--- src/rtl/sfb_pkg.sv ---
package sfb_pkg;
    typedef enum logic [1:0] {
        W_EMPTY   = 2'd0,
        W_FILL    = 2'd1,
        W_BLOCKED = 2'd2
    } wr_state_e;

    typedef enum logic [1:0] {
        R_WAIT = 2'd0,
        R_LEN  = 2'd1,
        R_BODY = 2'd2
    } rd_state_e;
endpackage

--- src/rtl/sfb_store.sv ---
module sfb_store #(
    parameter int DATA_W = 8,
    parameter int ADDR_W = 6
) (
    input  logic              clk,
    input  logic              we,
    input  logic [ADDR_W-1:0] waddr,
    input  logic [DATA_W-1:0] wdata,
    input  logic [ADDR_W-1:0] raddr,
    output logic [DATA_W-1:0] rdata
);
    localparam int DEPTH = 1 << ADDR_W;

    logic [DATA_W-1:0] cells [DEPTH];

    always_ff @(posedge clk) begin
        if (we) cells[waddr] <= wdata;
    end

    assign rdata = cells[raddr];
endmodule

--- src/rtl/sfb_flags.sv ---
module sfb_flags #(
    parameter int SLOT_COUNT = 4,
    parameter int SLOT_W     = 2
) (
    input  logic                  clk,
    input  logic                  rst,
    input  logic                  set_en,
    input  logic [SLOT_W-1:0]     set_idx,
    input  logic                  clr_en,
    input  logic [SLOT_W-1:0]     clr_idx,
    output logic [SLOT_COUNT-1:0] full
);
    for (genvar s = 0; s < SLOT_COUNT; s++) begin : g_slot
        always_ff @(posedge clk) begin
            if (rst)
                full[s] <= 1'b0;
            else if (set_en && set_idx == SLOT_W'(s))
                full[s] <= 1'b1;
            else if (clr_en && clr_idx == SLOT_W'(s))
                full[s] <= 1'b0;
        end
    end

    // the writer only closes a slot that the reader has released
    assert_set_free_slot_R6: assert property (@(posedge clk) disable iff (rst)
        set_en |-> !full[set_idx]);

    // writer and reader never act on the same slot in one cycle
    assert_no_slot_collision_R2: assert property (@(posedge clk) disable iff (rst)
        (set_en && clr_en) |-> (set_idx != clr_idx));

    // the reader only releases a slot that holds a frame
    assert_clear_full_slot_R7: assert property (@(posedge clk) disable iff (rst)
        clr_en |-> full[clr_idx]);
endmodule

--- src/rtl/sfb_writer.sv ---
module sfb_writer
    import sfb_pkg::*;
#(
    parameter int DATA_W     = 8,
    parameter int SLOT_WORDS = 16,
    parameter int SLOT_COUNT = 4
) (
    input  logic                                  clk,
    input  logic                                  rst,
    input  logic                                  wr_valid,
    input  logic [DATA_W-1:0]                     wr_data,
    input  logic                                  wr_commit,
    input  logic                                  wr_cancel,
    output logic                                  wr_ready,
    input  logic [SLOT_COUNT-1:0]                 slot_full,
    output logic                                  mem_we,
    output logic [$clog2(SLOT_WORDS)+$clog2(SLOT_COUNT)-1:0] mem_waddr,
    output logic [DATA_W-1:0]                     mem_wdata,
    output logic                                  set_en,
    output logic [$clog2(SLOT_COUNT)-1:0]         set_idx
);
    localparam int OFF_W  = $clog2(SLOT_WORDS);
    localparam int SLOT_W = $clog2(SLOT_COUNT);

    wr_state_e         state, state_n;
    logic [SLOT_W-1:0] wslot;
    logic [OFF_W:0]    woff;
    logic              room, take, close, next_busy;

    assign room      = woff < (OFF_W+1)'(SLOT_WORDS);
    assign take      = (state != W_BLOCKED) && wr_valid && !wr_cancel && room;
    assign close     = (state != W_BLOCKED) && !wr_cancel && wr_commit
                       && ((state == W_FILL) || take);
    assign next_busy = slot_full[wslot + SLOT_W'(1)];

    always_comb begin
        state_n = state;
        unique case (state)
            W_EMPTY, W_FILL: begin
                if (wr_cancel)
                    state_n = W_EMPTY;
                else if (close)
                    state_n = next_busy ? W_BLOCKED : W_EMPTY;
                else if (take)
                    state_n = W_FILL;
            end
            W_BLOCKED: begin
                if (!slot_full[wslot]) state_n = W_EMPTY;
            end
            default: state_n = W_EMPTY;
        endcase
    end

    always_ff @(posedge clk) begin
        if (rst) begin
            state <= W_EMPTY;
            wslot <= '0;
            woff  <= '0;
        end else begin
            state <= state_n;
            if (state != W_BLOCKED) begin
                if (wr_cancel) begin
                    woff <= '0;
                end else if (close) begin
                    woff  <= '0;
                    wslot <= wslot + SLOT_W'(1);
                end else if (take) begin
                    woff <= woff + (OFF_W+1)'(1);
                end
            end
        end
    end

    always_comb begin
        wr_ready  = (state != W_BLOCKED);
        mem_we    = take;
        mem_waddr = {wslot, woff[OFF_W-1:0]};
        mem_wdata = wr_data;
        set_en    = close;
        set_idx   = wslot;
    end

    // the fill offset never passes the slot size
    assert_offset_bound_R5: assert property (@(posedge clk) disable iff (rst)
        woff <= (OFF_W+1)'(SLOT_WORDS));

    // after a cancel the next accepted word lands at offset 0
    assert_cancel_rewinds_R4: assert property (@(posedge clk) disable iff (rst)
        (wr_cancel && state != W_BLOCKED) |=> (woff == '0));
endmodule

--- src/rtl/sfb_reader.sv ---
module sfb_reader
    import sfb_pkg::*;
#(
    parameter int DATA_W     = 8,
    parameter int SLOT_WORDS = 16,
    parameter int SLOT_COUNT = 4
) (
    input  logic                                  clk,
    input  logic                                  rst,
    input  logic [SLOT_COUNT-1:0]                 slot_full,
    input  logic                                  rd_ready,
    output logic                                  rd_valid,
    output logic [$clog2(SLOT_WORDS)+$clog2(SLOT_COUNT)-1:0] mem_raddr,
    input  logic [DATA_W-1:0]                     mem_rdata,
    output logic                                  clr_en,
    output logic [$clog2(SLOT_COUNT)-1:0]         clr_idx
);
    localparam int OFF_W  = $clog2(SLOT_WORDS);
    localparam int SLOT_W = $clog2(SLOT_COUNT);
    localparam logic [DATA_W-1:0] LEN_MAX = DATA_W'(SLOT_WORDS - 1);

    rd_state_e         state, state_n;
    logic [SLOT_W-1:0] rslot;
    logic [OFF_W-1:0]  roff, remain, head_len;
    logic              fire, last;

    assign head_len = (mem_rdata > LEN_MAX) ? OFF_W'(SLOT_WORDS - 1)
                                            : mem_rdata[OFF_W-1:0];
    assign fire     = (state != R_WAIT) && rd_ready;
    assign last     = fire && (((state == R_LEN) && (head_len == '0))
                            || ((state == R_BODY) && (remain == OFF_W'(1))));

    always_comb begin
        state_n = state;
        unique case (state)
            R_WAIT: if (slot_full[rslot]) state_n = R_LEN;
            R_LEN:  if (fire) state_n = (head_len == '0) ? R_WAIT : R_BODY;
            R_BODY: if (last) state_n = R_WAIT;
            default: state_n = R_WAIT;
        endcase
    end

    always_ff @(posedge clk) begin
        if (rst) begin
            state  <= R_WAIT;
            rslot  <= '0;
            roff   <= '0;
            remain <= '0;
        end else begin
            state <= state_n;
            if (last) begin
                roff  <= '0;
                rslot <= rslot + SLOT_W'(1);
            end else if (fire) begin
                roff <= roff + OFF_W'(1);
                if (state == R_LEN) remain <= head_len;
                else                remain <= remain - OFF_W'(1);
            end
        end
    end

    always_comb begin
        rd_valid  = (state != R_WAIT);
        mem_raddr = {rslot, roff};
        clr_en    = last;
        clr_idx   = rslot;
    end

    // after the final word the stream pauses for at least one cycle
    assert_gap_after_frame_R7: assert property (@(posedge clk) disable iff (rst)
        clr_en |=> !rd_valid);
endmodule

--- src/rtl/slot_frame_buffer.sv ---
module slot_frame_buffer #(
    parameter int DATA_W     = 8,
    parameter int SLOT_WORDS = 16,
    parameter int SLOT_COUNT = 4
) (
    input  logic              clk,
    input  logic              rst,
    input  logic              wr_valid,
    input  logic [DATA_W-1:0] wr_data,
    input  logic              wr_commit,
    input  logic              wr_cancel,
    output logic              wr_ready,
    output logic              rd_valid,
    input  logic              rd_ready,
    output logic [DATA_W-1:0] rd_data
);
    localparam int OFF_W  = $clog2(SLOT_WORDS);
    localparam int SLOT_W = $clog2(SLOT_COUNT);
    localparam int ADDR_W = OFF_W + SLOT_W;

    logic [SLOT_COUNT-1:0] slot_full;
    logic                  mem_we, set_en, clr_en;
    logic [ADDR_W-1:0]     mem_waddr, mem_raddr;
    logic [DATA_W-1:0]     mem_wdata;
    logic [SLOT_W-1:0]     set_idx, clr_idx;

    sfb_writer #(.DATA_W(DATA_W), .SLOT_WORDS(SLOT_WORDS), .SLOT_COUNT(SLOT_COUNT)) u_wr (
        .clk(clk), .rst(rst), .wr_valid(wr_valid), .wr_data(wr_data),
        .wr_commit(wr_commit), .wr_cancel(wr_cancel), .wr_ready(wr_ready),
        .slot_full(slot_full), .mem_we(mem_we), .mem_waddr(mem_waddr),
        .mem_wdata(mem_wdata), .set_en(set_en), .set_idx(set_idx)
    );

    sfb_reader #(.DATA_W(DATA_W), .SLOT_WORDS(SLOT_WORDS), .SLOT_COUNT(SLOT_COUNT)) u_rd (
        .clk(clk), .rst(rst), .slot_full(slot_full), .rd_ready(rd_ready),
        .rd_valid(rd_valid), .mem_raddr(mem_raddr), .mem_rdata(rd_data),
        .clr_en(clr_en), .clr_idx(clr_idx)
    );

    sfb_store #(.DATA_W(DATA_W), .ADDR_W(ADDR_W)) u_mem (
        .clk(clk), .we(mem_we), .waddr(mem_waddr), .wdata(mem_wdata),
        .raddr(mem_raddr), .rdata(rd_data)
    );

    sfb_flags #(.SLOT_COUNT(SLOT_COUNT), .SLOT_W(SLOT_W)) u_flags (
        .clk(clk), .rst(rst), .set_en(set_en), .set_idx(set_idx),
        .clr_en(clr_en), .clr_idx(clr_idx), .full(slot_full)
    );

    // memory is never written inside a slot that still holds a frame
    assert_write_free_slot_R6: assert property (@(posedge clk) disable iff (rst)
        mem_we |-> !slot_full[mem_waddr[ADDR_W-1 -: SLOT_W]]);

    // a stalled word stays on the port unchanged
    assert_hold_when_stalled_R7: assert property (@(posedge clk) disable iff (rst)
        (rd_valid && !rd_ready) |=> (rd_valid && $stable(rd_data)));
endmodule

--- config.mk ---
export PLATFORM = sky130hd
export DESIGN_NAME = slot_frame_buffer
export DESIGN_NICKNAME = d
export VERILOG_FILES = /design/src/rtl/sfb_pkg.sv /design/src/rtl/sfb_store.sv /design/src/rtl/sfb_flags.sv /design/src/rtl/sfb_writer.sv /design/src/rtl/sfb_reader.sv /design/src/rtl/slot_frame_buffer.sv
export SDC_FILE = /design/constraint.sdc
export NUM_CORES = 1
export LEC_CHECK = 0
export BUFFER_PORTS_ARGS = -buffer_cell sky130_fd_sc_hd__buf_2
export CAP_MARGIN = 20
export CORE_ASPECT_RATIO = 0.8
export CORE_MARGIN = 10
export CORE_UTILIZATION = 40
export CTS_CLUSTER_DIAMETER = 40
export CTS_CLUSTER_SIZE = 24
export DETAILED_ROUTE_END_ITERATION = 10
export PLACE_DENSITY_LB_ADDON = 0.12
export SYNTH_ARGS = -nofsm -noshare
export SYNTH_HDL_FRONTEND = slang
export SYNTH_SLANG_ARGS = --single-unit
--- constraint.sdc ---
create_clock -name clk -period 8.95 [get_ports clk]
set_input_delay 0.4475 -clock clk [delete_from_list [all_inputs] [get_ports clk]]
set_output_delay 0.4475 -clock clk [all_outputs]
set_load 0.01 [all_outputs]
======== Yosys cells after proc, flatten, opt, wreduce, memory -nomap -nowiden ========
Memories as Yosys holds them, arrays and structs flattened.
Cells that the tools add are included.
storage, ports and cells
  input bits .............................. 14
  RAM bits ................................ 512
  flip-flop bits (word level) ............. 25
  word-level logic and storage cells ...... 112
  memories ................................ 1
  output and inout port bits .............. 10
memories
  memory       words  bits a word  read ports  clocked after Yosys merged registers in  wr ports  line             text
  u_mem.cells  64     8            1           0                                        1         sfb_store.sv:14  logic [DATA_W-1:0] cells [DEPTH];
operators by class
  bitwise operators ....................... 2
  multiplexer cells ....................... 32
  $add $sub $neg .......................... 5
  reduce and logical (&&, ||, !) cells .... 39
  $lt $le $gt $ge ......................... 5
  eq/ne operators ......................... 17
operators with widths
  cell                                                                           number
  1-bit logical AND                                                              18
  2-bit two-way mux                                                              9
  5-bit two-way mux                                                              3
  1-bit two-way mux                                                              13
  2-bit equality test (second input constant)                                    6
  2-bit nonzero test                                                             5
  2-bit by 3-bit less-than comparator with 1-bit output (second input constant)  3
  2-bit by 1-bit equality test with 1-bit output (second input constant)         4
  8-bit by 4-bit > comparator with 1-bit output (second input constant)          1
  2-bit zero test                                                                4
  4-bit two-way mux                                                              2
  1-bit binary-select mux with 2-bit select                                      3
  2-bit by 1-bit != test with 1-bit output (second input constant)               3
  2-bit one-hot mux with 3 select lines                                          1
  2-bit AND reduction                                                            3
  3-bit AND reduction                                                            2
  5-bit by 1-bit adder with 5-bit output (second input constant)                 1
  5-bit less-than comparator (second input constant)                             1
  2-bit by 1-bit adder with 2-bit output (second input constant)                 2
  4-bit by 1-bit adder with 4-bit output (second input constant)                 1
  4-bit by 1-bit equality test with 1-bit output (second input constant)         1
  4-bit zero test                                                                1
  2-bit != test (second input constant)                                          2
  4-bit by 2-bit != test with 1-bit output (second input constant)               1
  7 further kinds                                                                10

======== Longest topological paths before layout ========
Gate-level depths: netlist (run 1).
An unclocked memory read counts as a cell.
  depth after elaboration ................. 10
  depth in mapped cells ................... 13
  mapped depth without buffers ............ 9

======== Cells and area by module ========
Synthesis (run 1) repeated with hierarchy kept, for this count alone.
second synthesis, totals
  cell total of the unflattened synthesis .. 1113
  area total of the unflattened synthesis .. 21714.6 sq um
modules (own cells, without submodules)
  module      area an instance (sq um)  cells an instance  sequential area each (sq um)  instances
  sfb_store   20006.7                   932                15374.7                       1
  sfb_reader  757.0                     81                 240.2                         1
  sfb_writer  752.0                     81                 180.2                         1
  sfb_flags   198.9                     19                 80.1                          1

======== Worst setup path before layout (run 1) ========
No wires, ideal clock.
  path kind ............................... reg2reg
  start point ............................. register u_rd.roff[0]
  end point ............................... register u_rd.rslot[0] (netlist: u_rd.clr_idx[0])
  cell stages (with the launch flop) ...... 12
  clock period less this slack ............ 3.257 ns
  required time ........................... 8.829 ns
  library setup time ...................... 0.121 ns
  arrival ................................. 3.136 ns
  slack ................................... 5.693 ns
  buffers on the path ..................... 2
  path through ............................ dfxtp_1 buf_6 buf_2 mux4_2 a22oi_1 a21oi_1 nor4_1 inv_1 or3_4 or2_4 a21oi_4 mux2_4
between the ends
  word-level cells in the longest chain between the ends .. 7
ends and longest elaborated chain
  element                                        line                     text
  start, declared                                sfb_reader.sv:24         logic [OFF_W-1:0] roff, remain, head_len;
  start signal, assigned                         sfb_reader.sv:55         roff <= roff + OFF_W'(1);
  memory 64 x 8 bit *                            n/a
  via rd_data[3]                                 slot_frame_buffer.sv:15  output logic [DATA_W-1:0] rd_data
  8-bit by 4-bit > comparator with 1-bit output  sfb_reader.sv:27         assign head_len = (mem_rdata > LEN_MAX) ? OFF_W'(SLOT_WORDS - 1)
  4-bit two-way mux *                            sfb_reader.sv:27
  4-bit zero test *                              sfb_reader.sv:30         assign last = fire && (((state == R_LEN) && (head_len == '0))
  1-bit logical AND *                            sfb_reader.sv:30
  1-bit logical OR *                             sfb_reader.sv:31         || ((state == R_BODY) && (remain == OFF_W'(1))));
  1-bit logical AND *                            sfb_reader.sv:30
  end signal, assigned                           sfb_reader.sv:53         rslot <= rslot + SLOT_W'(1);
  end, declared                                  sfb_reader.sv:23         logic [SLOT_W-1:0] rslot;
The timed path passes the listed nets; every way through them passes the cells marked *.
A chain may end at the register's enable or synchronous reset.

======== Final worst setup path (run 1) ========
  start point ............................. register u_rd.roff[0]
  end point ............................... register u_rd.rslot[0] (netlist: u_rd.clr_idx[0])
between the ends
  word-level cells in the longest chain between the ends .. 7
ends and longest elaborated chain
  element                                        line
  memory 64 x 8 bit *                            n/a
  8-bit by 4-bit > comparator with 1-bit output  sfb_reader.sv:27
  4-bit two-way mux *                            sfb_reader.sv:27
  4-bit zero test *                              sfb_reader.sv:30
  1-bit logical AND *                            sfb_reader.sv:30
  1-bit logical OR *                             sfb_reader.sv:31
  1-bit logical AND *                            sfb_reader.sv:30
Mark *: on every way between the ends. The rest lies on a longest branch, timed or not.

==> summary.txt, run 1 <==
Worst setup path
  – CP required: ~9.5 ns
  – WP data arrival: around 5.2 ns
  – Kind of critical path: register to register
  – Critical Path End Type: register
  – Worst-case reg-to-reg path depth: 10
  – Critical path fanouts, max: 50
  – Startpoint types: register

Power and ir drop
  – Switching share of power: 0.227
  – Leak Pwr: slightly above 7 nW
  – Share of power burned in registers: 0.517
  – Worst VDD drop: approximately 0.13 mV
  – Gate power share: 0.031
  – Clock power frac: 0.452
  – PD cells: between 200 and 250 mW/mm²
  – Internal cell power: between 4 and 5 mW
  – Net switching power: 1.21 mW

Layout
  – Final #Nets: 1246
  – Antenna fix cells: 0
  – Commonest non-fill, non-tap cells in the layout: 512 x edfxtp_1, 113 x mux2i_1, 88 x nor2_1
  – Proportion of layout cells with a drive suffix above 1: 0.194
  – Final core occ: 0.461
  – Filler Cells Inserted: around 4600
  – Finished Layout Cells: between 1500 and 2000
  – Commonest non-fill, non-tap cell in the layout: edfxtp_1
  – Area growth syn-to-layout: 13.3%

Routing
  – Drt wl/cell: about 28 µm
  – Vias: 11100
  – Via density: ~5.7
  – DRT iter0 DRCs: 967
  – Post-Route WL: 54600 µm
  – DRC viols: 0
  – Detailed Routing Iterations Pass 1: 5
  – Antenna viol nets, final: 0

Placed design
  – Final RePlAce weighted congestion: 0.802
  – PortBufs: 23
  – DP Wirelength: ~33000 µm
  – Placed cells: ~1800

Timing
  – Final hold vios: 0
  – RSZ-0062 raised after global routing: false
  – Fmax: between 0.2 and 0.25 GHz
  – Max-slew violations: 0
  – Final Cycle Share: 0.528
  – Worst slew pin tran: 1.09 ns
  – Setup Viol. Count Final: 0
  – Final worst path period need: around 4.7 ns
  – Hold_ws: a little under 0.07 ns
  – Setup_tns: 0 ns
  – Post-Route Skew: approximately 0.021 ns
  – Slew margin rel.: 0.272

Die
  – Die area: 0.0634 mm²
  – Die Y: 227 µm
  – DIE WIDTH: between 200 and 300 µm
  – IO Pins: 24
  – Initial core utilization: 0.407
  – Row count: 75
  – CORE AREA: 0.0527 mm²

Clock network
  – CTS resizes: 0
  – CTS Buf Count: 58
  – CTS Root Cell: clkbuf_16
  – Clk Latency, worst-skew pair: 0.61 ns
  – # clock sinks: roughly 540
  – H-tree depth: 2
  – Post-CTS setup buffers: 0
  – Clock-pin slew on the worst setup and hold paths: about 0.060 ns
  – CTS tree: built
  – Clock tree buffer depth: 3

Status
  – Status: finished, final reports clean

Logic synthesis
  – Async SR Flop Fraction: 0
  – Post-Syn Instances: approximately 1200
  – Synth Warn #: 0
  – Seq/Total Area, Yosys: 0.739
  – Synth top area cells: edfxtp_1 72%, mux4_2 8.1%, mux2i_1 5.3%, dfxtp_1 2.3%, a22oi_1 2.1%
  – Synth Register Bits: approximately 540
  – Primary FF master, synth: edfxtp_1
  – Synth top area share: 0.716
  – Syn nets: around 1200
  – Cell variety after synth: 70
  – Synth Cell Area: around 0.021 mm²
  – Mapped Avg Cell Area: roughly 18 µm²
  – Area leader, netlist: edfxtp_1
  – Post-synth EDFFs: between 500 and 600

Hold path
  – Hold Crit Depth: 2
  – Hold WC Path Type: input pin to register

GRT
  – Global route overflow: 0
  – Vias in the first global route: 11300
  – GRT Total Usage: 0.173
  – Antenna violations before repair: 1
  – First-pass GRT wire length: 79600 µm
  – Largest net degree at the start of global routing: 98

Run
  – Max Cap Violations: 0
==> critical path, stage by stage (launching register included) <==
cell      delay (ns)
dfxtp_4         0.85
buf_4           0.84
mux4_2          0.60
mux2_2          0.27
a221oi_1        0.42
o21ai_1         0.13
and3_1          0.21
or3_4           0.36
or2_4           0.29
a21oi_4         0.28
mux2_4          0.32
==> Yosys cell counts (all sizes together) (3+ instances only) <==
cell,number
edfxtp,512
mux2i,113
nor2,89
mux4,81
a22oi,59
buf,34
nand2,31
clkbuf,26
nand3,26
dfxtp,25
a21oi,22
inv,15
ha,12
nor2b,12
nand2b,11
o21ai,10
a221oi,7
nor3,7
nand4,6
a311oi,5
and2,5
mux2,5
or2,5
a31oi,4
nor4,4
a31o,3
nor4b,3
o21bai,3
or3,3
xnor2,3
==> final timing paths <==
| check | startpoint | to | slack (ns) |
|---|---|---|---|
| min reg2reg | u_rd.remain[1]$_SDFFE_PP0P_ | u_rd.remain[1]$_SDFFE_PP0P_ | 0.48 |
| min | wr_cancel | u_wr.state[0]$_SDFFE_PP0P_ | 0.07 |
| max reg2reg | u_rd.roff[0]$_SDFFE_PP0P_ | u_rd.clr_idx[0]$_SDFFE_PP0P_ | 4.23 |
| max | u_rd.roff[0]$_SDFFE_PP0P_ | u_rd.clr_idx[0]$_SDFFE_PP0P_ | 4.23 |
==> metrics by stage <==
step,total power [mW],cell area [µm²],setup WS (ns)
6_report,5.33,24300,4.23
3_3_place_gp,2.98,22300,4.21
3_5_place_dp,2.98,22300,4.17
2_1_floorplan,2.89,21500,5.69
4_1_cts,5.38,24300,4.18
5_1_grt,5.49,24300,3.95
==> routing by layer <==
layer  GRT usage  vias to the layer above  wire [µm]
li1            -                     4863          -
met1       0.250                     5821      25700
met2       0.256                      323      24000
met3      0.0385                       86       3390
met4      0.0586                        2       1560
met5           0                        -         20
==> sequential cells by signal (all words and copies together) (netlist names) <==
signal,cells
u_flags.full,4
u_mem.cells,512
u_rd.clr_idx,2
u_rd.remain,4
u_rd.roff,4
u_rd.state,2
u_wr.set_idx,2
u_wr.state,2
u_wr.woff,5
==> kinds of logic after synthesis <==
logic type | share of synthesized area
flops | 0.739
simple gates | 0.0477
mux | 0.141
compound gates | 0.0458
buf+inv | 0.0170
fa+ha+maj | 0.00699
xor+xnor | 0.00204
==> power by group through the flow <==
stage	sequential (mW)	clock [mW]	combinational, mW
after floorplan	2.81	0	0.0835
after global placement	2.81	0	0.164
after detailed placement	2.81	0	0.164
after CTS	2.76	2.46	0.165
after global routing	2.76	2.55	0.178
final	2.76	2.41	0.165
==> area by class of cell <==
cell class | count | area [µm²] | share of cell area
tap | 693 | 867 | 0.0356
inverter | 15 | 56.3 | 0.00231
clock buffer | 61 | 1480 | 0.0610
clock inverter | 48 | 469 | 0.0193
timing repair buffer | 45 | 324 | 0.0133
sequential | 537 | 15900 | 0.653
multi-input combinational | 563 | 5240 | 0.215
==> what timing repair did <==
item / 4_1_cts / 5_1_grt
setup endpoints to repair: 0 / 0
hold buffers: 1 / 0
endpoints found under the hold margin: 1 / 0
Power figures use the tool's default switching activity.
==> run 2: changes to the inputs <==
clock period = 4.1 ns   (was 8.95 ns; I/O delays follow)
==> run 2 against run 1 <==
Net effect: cell count is 3.9% higher; critical path depth is 1 higher; via count is 2.3% higher; critical endpoint is now u_rd.state[1]$_SDFFE_PP0P_; sequential share of layout area is 2.0 points lower; maximum frequency is 26% higher; clock-buffer cell count is 17 higher.
==> summary.txt, run 2 (synthesis gave the netlist of run 1 again) <==
GRT
  – Largest net degree at the start of global routing: 65 (-34%)
  – GRT Total Usage: 0.180 (+0.00717)
  – Global route overflow: 0 (unchanged)
  – First-pass GRT wire length: 82200 µm (+3.3%)
  – Vias in the first global route: 11300 (+0.13%)
  – Antenna violations before repair: 3 (+2)

Hold path
  – Hold WC Path Type: input pin to register

Die
  – DIE WIDTH: 279 µm (unchanged)
  – CORE AREA: 0.0527 mm² (unchanged)
  – Initial core utilization: 0.407 (unchanged)
  – Die area: 0.0634 mm² (unchanged)
  – IO Pins: 24 (unchanged)
  – Row count: 75 (unchanged)
  – Die Y: 227 µm (unchanged)

Clock network
  – CTS Buf Count: 66 (+14%)
  – # clock sinks: 537 (unchanged)
  – CTS Root Cell: clkbuf_16
  – Clk Latency, worst-skew pair: 0.60 ns (about the same)
  – Clock-pin slew on the worst setup and hold paths: 0.06 ns (about the same)
  – Clock tree buffer depth: 3 (unchanged)
  – CTS tree: built
  – H-tree depth: 3 (+1)
  – CTS resizes: 0 (unchanged)

Worst setup path
  – Startpoint types: register
  – Critical path fanouts, max: 21 (-58%)
  – Critical Path End Type: register
  – WP data arrival: 4.20 ns (-1.02 ns)
  – Kind of critical path: register to register
  – CP required: 4.56 ns (-4.89 ns)

Timing
  – Final hold vios: 0 (unchanged)
  – Fin worst setup slack: 0.355 ns (-3.87 ns)
  – RSZ-0062 raised after global routing: false
  – Setup Viol. Count Final: 0 (unchanged)
  – Max-slew violations: 0 (unchanged)
  – Setup_tns: 0 ns (unchanged)
  – Post-Route Skew: 0.0229 ns (+0.00148 ns)
  – Slew margin rel.: 0.290 (+0.0181)
  – Worst slew pin tran: 1.06 ns (-0.0271 ns)
  – Fmax: 0.267 GHz (+26%)
  – Final worst path period need: 3.75 ns (-0.978 ns)
  – Hold_ws: 0.0635 ns (-0.00572 ns)
  – Final Cycle Share: 0.913 (+0.386)

Power and ir drop
  – Total power: 12.2 mW (+130%)
  – Leak Pwr: 7.74 nW (+6.3%)
  – PD cells: 486 mW/mm² (+120%)
  – Worst VDD drop: 0.338 mV (+160%)

Layout
  – FF+latch area: 0.0159 mm² (unchanged)
  – Area growth syn-to-layout: 16.8%
  – Proportion of layout cells with a drive suffix above 1: 0.235 (+0.0407)
  – Max FFs per register: 512 (unchanged)
  – Filler Cells Inserted: 4468 (-1.8%)
  – Finished Layout Cells: 2038 (+3.9%)
  – Design area: 0.0251 mm² (+3.1%)
  – Final core occ: 0.476 (+0.0144)
  – Largest Register: u_mem.cells
  – Commonest non-fill, non-tap cell in the layout: edfxtp_1
  – Multi-input gate area: 0.00524 mm² (about the same)
  – Commonest non-fill, non-tap cells in the layout: 512 x edfxtp_1, 113 x mux2i_1, 88 x nor2_1
  – Final #Nets: 1318 (+5.8%)
  – Largest regs: u_mem.cells (512), u_wr.woff (5)

Routing
  – DRT iter0 DRCs: 1207 (+25%)
  – DRC viols: 0 (unchanged)
  – Detailed Routing Iterations Pass 1: 5 (unchanged)
  – Drt wl/cell: 27.8 µm (-0.12%)
  – Vias: 11300 (+2.3%)
  – Post-Route WL: 56700 µm (+3.8%)
  – Via density: 5.57 (-1.5%)
  – Antenna viol nets, final: 0 (unchanged)

Status
  – Status: finished, final reports clean

Placed design
  – PortBufs: 23 (unchanged)
  – Final RePlAce weighted congestion: 0.831 (+3.6%)
  – Placed cells: 1915 (+3.6%)
  – Area after DPL: 0.0229 mm² (+2.6%)
  – DP Wirelength: 36000 µm (+8.4%)
  – DP Worst Slack: 0.395 ns (-3.77 ns)

Run
  – Max Cap Violations: 0 (unchanged)
run 2: cell types whose count changed in the layout (fill, tap and decap cells not counted), moves of 4 or more:
cell       change
clkbuf_1       +6
clkbuf_16      +8
buf_4         +60
clkinv_8       -5
buf_12         +4
run 2: critical path, cell delays in order, from the launching register on:
cell	delay (ns)
dfxtp_4	0.47
buf_12	0.25
buf_4	0.25
mux4_2	0.52
mux2i_1	0.21
o22ai_1	0.16
nand3b_1	0.24
or2_2	0.34
or4_1	0.62
nor3_1	0.30
o32a_1	0.20
nor2_1	0.04
run 2: final timing paths:
kind,startpoint,endpoint,slack (ns),depth (start not counted)
max,u_rd.roff[0]$_SDFFE_PP0P_,u_rd.state[1]$_SDFFE_PP0P_,0.35,11
min,rd_ready,u_rd.state[0]$_SDFFE_PP0P_,0.06,4
max reg2reg,u_rd.roff[0]$_SDFFE_PP0P_,u_rd.state[1]$_SDFFE_PP0P_,0.35,11
min reg2reg,u_rd.remain[1]$_SDFFE_PP0P_,u_rd.remain[1]$_SDFFE_PP0P_,0.47,2
run 2: timing repair:
item	CTS	global route
hold buffers	2	0
hold endpoints to repair	1	0
setup buffers	0	0
run 2: layer usage:
metal	track usage	vias to the layer above	part of all wire
li1	-	5008	-
met1	0.266	5869	0.48
met2	0.263	387	0.43
met3	0.0468	79	0.070
met4	0.0420	4	0.017
met5	0	-	0.00060
run 2: area by class of cell:
class	count	area share
clock inverter	41	0.0171
inverter	15	0.00224
sequential	537	0.633
tap	693	0.0346
timing repair buffer	109	0.0340
antenna	2	0.000200
multi-input combinational	563	0.209
clock buffer	78	0.0697
run 2: report_power, final:
part           internal [mW]  leakage, nW  total, mW  switching [mW]
Sequential              6.01         4.81       6.02          0.0121
Clock                   3.43         1.06       5.78            2.34
Combinational          0.126         1.87      0.378           0.252
==> run 3: changes to the inputs <==
CORE_UTILIZATION = 30   (was 40)
==> run 3 against run 2 <==
Net effect: flip-flop and latch count is the same; sequential share of layout area down 3.0 points; setup slack worse by 0.041 ns; first-iteration DRC count fell by 13%; maximum frequency down 1.1%; sequential power barely moved; wire length increased by 11%; highest routed layer is now met4.
==> summary.txt, run 3 (synthesis gave the netlist of run 1 again) <==
Worst setup path
  – Critical path fanouts, max: 19 (-9.5%)
  – Critical Path End Type: register
  – WP data arrival: 4.25 ns (+0.05 ns)
  – Kind of critical path: register to register
  – Startpoint types: register
  – Worst-case reg-to-reg path depth: 11 (unchanged)
  – CP required: 4.57 ns (about the same)

Die
  – IO Pins: 24 (unchanged)
  – Die area: 0.0827 mm² (+30%)
  – Initial core utilization: 0.304 (-0.103)
  – DIE WIDTH: 319 µm (+14%)
  – CORE AREA: 0.0706 mm² (+34%)
  – Die Y: 259 µm (+14%)
  – Row count: 87 (+16%)

Timing
  – Post-Route Skew: 0.0286 ns (+0.00570 ns)
  – Setup_tns: 0 ns (unchanged)
  – Hold_ws: 0.0493 ns (-0.0143 ns)
  – Max-slew violations: 0 (unchanged)
  – Slew margin rel.: 0.295 (+0.00495)
  – Fmax: 0.264 GHz (-1.1%)
  – Setup Viol. Count Final: 0 (unchanged)
  – Worst slew pin tran: 1.06 ns (-0.00350 ns)
  – RSZ-0062 raised after global routing: false
  – Final hold vios: 0 (unchanged)
  – Final Cycle Share: 0.923 (+0.0100)
  – Final worst path period need: 3.79 ns (+0.0410 ns)

Layout
  – Multi-input gate area: 0.00524 mm² (unchanged)
  – Area growth syn-to-layout: 22.7%
  – FF+latch area: 0.0159 mm² (unchanged)
  – Commonest non-fill, non-tap cells in the layout: 512 x edfxtp_1, 126 x buf_4, 113 x mux2i_1
  – Finished Layout Cells: 2352 (+15%)
  – Final #Nets: 1383 (+4.9%)
  – Largest Register: u_mem.cells
  – Commonest non-fill, non-tap cell in the layout: edfxtp_1
  – Largest regs: u_mem.cells (512), u_wr.woff (5)
  – Filler Cells Inserted: 6561 (+47%)
  – Proportion of layout cells with a drive suffix above 1: 0.271 (+0.0363)
  – Antenna fix cells: 0 (-2)
  – Max FFs per register: 512 (unchanged)

Routing
  – Drt wl/cell: 26.9 µm (-3.4%)
  – Antenna viol nets, final: 0 (unchanged)
  – Vias: 11600 (+2.4%)
  – DRT iter0 DRCs: 1055 (-13%)
  – Via density: 4.94 (-11%)
  – Post-Route WL: 63200 µm (+11%)
  – DRC viols: 0 (unchanged)
  – Detailed Routing Iterations Pass 1: 5 (unchanged)

Placed design
  – Placed cells: 2207 (+15%)
  – PortBufs: 23 (unchanged)
  – DP Wirelength: 41100 µm (+14%)
  – Final RePlAce weighted congestion: 0.769 (-7.5%)

Clock network
  – Clk Latency, worst-skew pair: 0.61 ns (about the same)
  – # clock sinks: 537 (unchanged)
  – H-tree depth: 3 (unchanged)
  – Clock-pin slew on the worst setup and hold paths: 0.05 ns (about the same)
  – CTS Buf Count: 78 (+18%)
  – CTS tree: built
  – CTS Root Cell: clkbuf_16
  – Post-CTS setup buffers: 0 (unchanged)
  – Clock tree buffer depth: 3 (unchanged)

GRT
  – Antenna violations before repair: 3 (unchanged)
  – GRT Total Usage: 0.151 (-0.0295)
  – Vias in the first global route: 11600 (+2.4%)
  – Global route overflow: 0 (unchanged)
  – Largest net degree at the start of global routing: 65 (unchanged)
  – First-pass GRT wire length: 89700 µm (+9.0%)

Power and ir drop
  – Worst VDD drop: 0.263 mV (-22%)
  – Net switching power: 2.80 mW (+7.2%)
  – Switching share of power: 0.209 (-0.00521)
  – PD cells: 508 mW/mm² (+4.6%)
  – Share of power burned in registers: 0.451 (-0.044)
  – Clock power frac: 0.518 (+0.044)
  – Gate power share: 0.031 (about the same)
  – Leak Pwr: 8.26 nW (+6.8%)
  – Internal cell power: 10.6 mW (+11%)

Status
  – Status: finished, final reports clean

Hold path
  – Hold Crit Depth: 2 (-2)
  – Hold WC Path Type: input pin to register

Run
  – Max Cap Violations: 0 (unchanged)
==> run 3: changes by cell type in the layout (fill, tap and decap cells not counted), moves of 3 or more <==
cell and delta:
bufinv_16 +7, clkinv_1 +6, clkbuf_8 -3, inv_8 -5, clkbuf_16 +15, clkinv_4 +3
buf_4 +49
==> run 3: layout make-up <==
type | instances | area share
clock inverters | 53 | 0.0245
clock buffers | 88 | 0.0788
multi-input cells | 563 | 0.199
repair buffers | 162 | 0.0483
flip-flops and latches | 537 | 0.603
well taps | 934 | 0.0444
inverters | 15 | 0.00214
==> run 3: path summary, 6_finish.rpt <==
path | startpoint | end | slack, ns
hold / removal | rst | u_wr.state[1]$_SDFFE_PP0P_ | 0.05
setup reg to reg | u_rd.roff[2]$_SDFFE_PP0P_ | u_rd.state[1]$_SDFFE_PP0P_ | 0.31
setup / recovery | u_rd.roff[2]$_SDFFE_PP0P_ | u_rd.state[1]$_SDFFE_PP0P_ | 0.31
hold reg to reg | u_rd.remain[1]$_SDFFE_PP0P_ | u_rd.remain[1]$_SDFFE_PP0P_ | 0.48
==> run 3: timing repair <==
item                                   in CTS  in global routing
endpoints found under the hold margin      17                  0
setup endpoints to repair                   0                  1
hold buffers                                4                  0
resized for setup                           0                  1
==> run 3: worst max-delay path, stage by stage (launching register included) <==
cell and delay, ns:
dfxtp_2 0.74, buf_4 0.35, mux4_2 0.34, mux2i_1 0.25, o22ai_1 0.20, nand3b_1 0.22, or2_2 0.32, or4_1 0.59
buf_4 0.18, nor3_1 0.22, o32a_1 0.19, nor2_1 0.04
==> run 3: metrics by stage <==
step	utilization	setup slack (ns)	cell area, µm²	power, mW
2_1_floorplan	-	0.843	21500	6.32
3_3_place_gp	0.334	0.285	23600	6.56
3_5_place_dp	0.334	0.195	23600	6.56
4_1_cts	0.373	0.185	26300	13.5
5_1_grt	0.373	0.101	26300	13.8
6_report	0.373	0.314	26300	13.4
==> run 3: power groups by stage <==
stage	Sequential, mW	Clock, mW	Combinational, mW
6_report	6.03	6.93	0.416
4_1_cts	6.03	7.08	0.422
5_1_grt	6.03	7.33	0.448
2_1_floorplan	6.13	0	0.182
3_3_place_gp	6.14	0	0.416
3_5_place_dp	6.14	0	0.419
==> run 3: metal layers <==
layer	vias to the layer above	GRT usage	share of wire
met3	76	0.0332	0.054
met4	0	0.0344	0.015
met5	-	0	0
met1	6122	0.229	0.50
li1	5139	-	-
met2	285	0.216	0.43
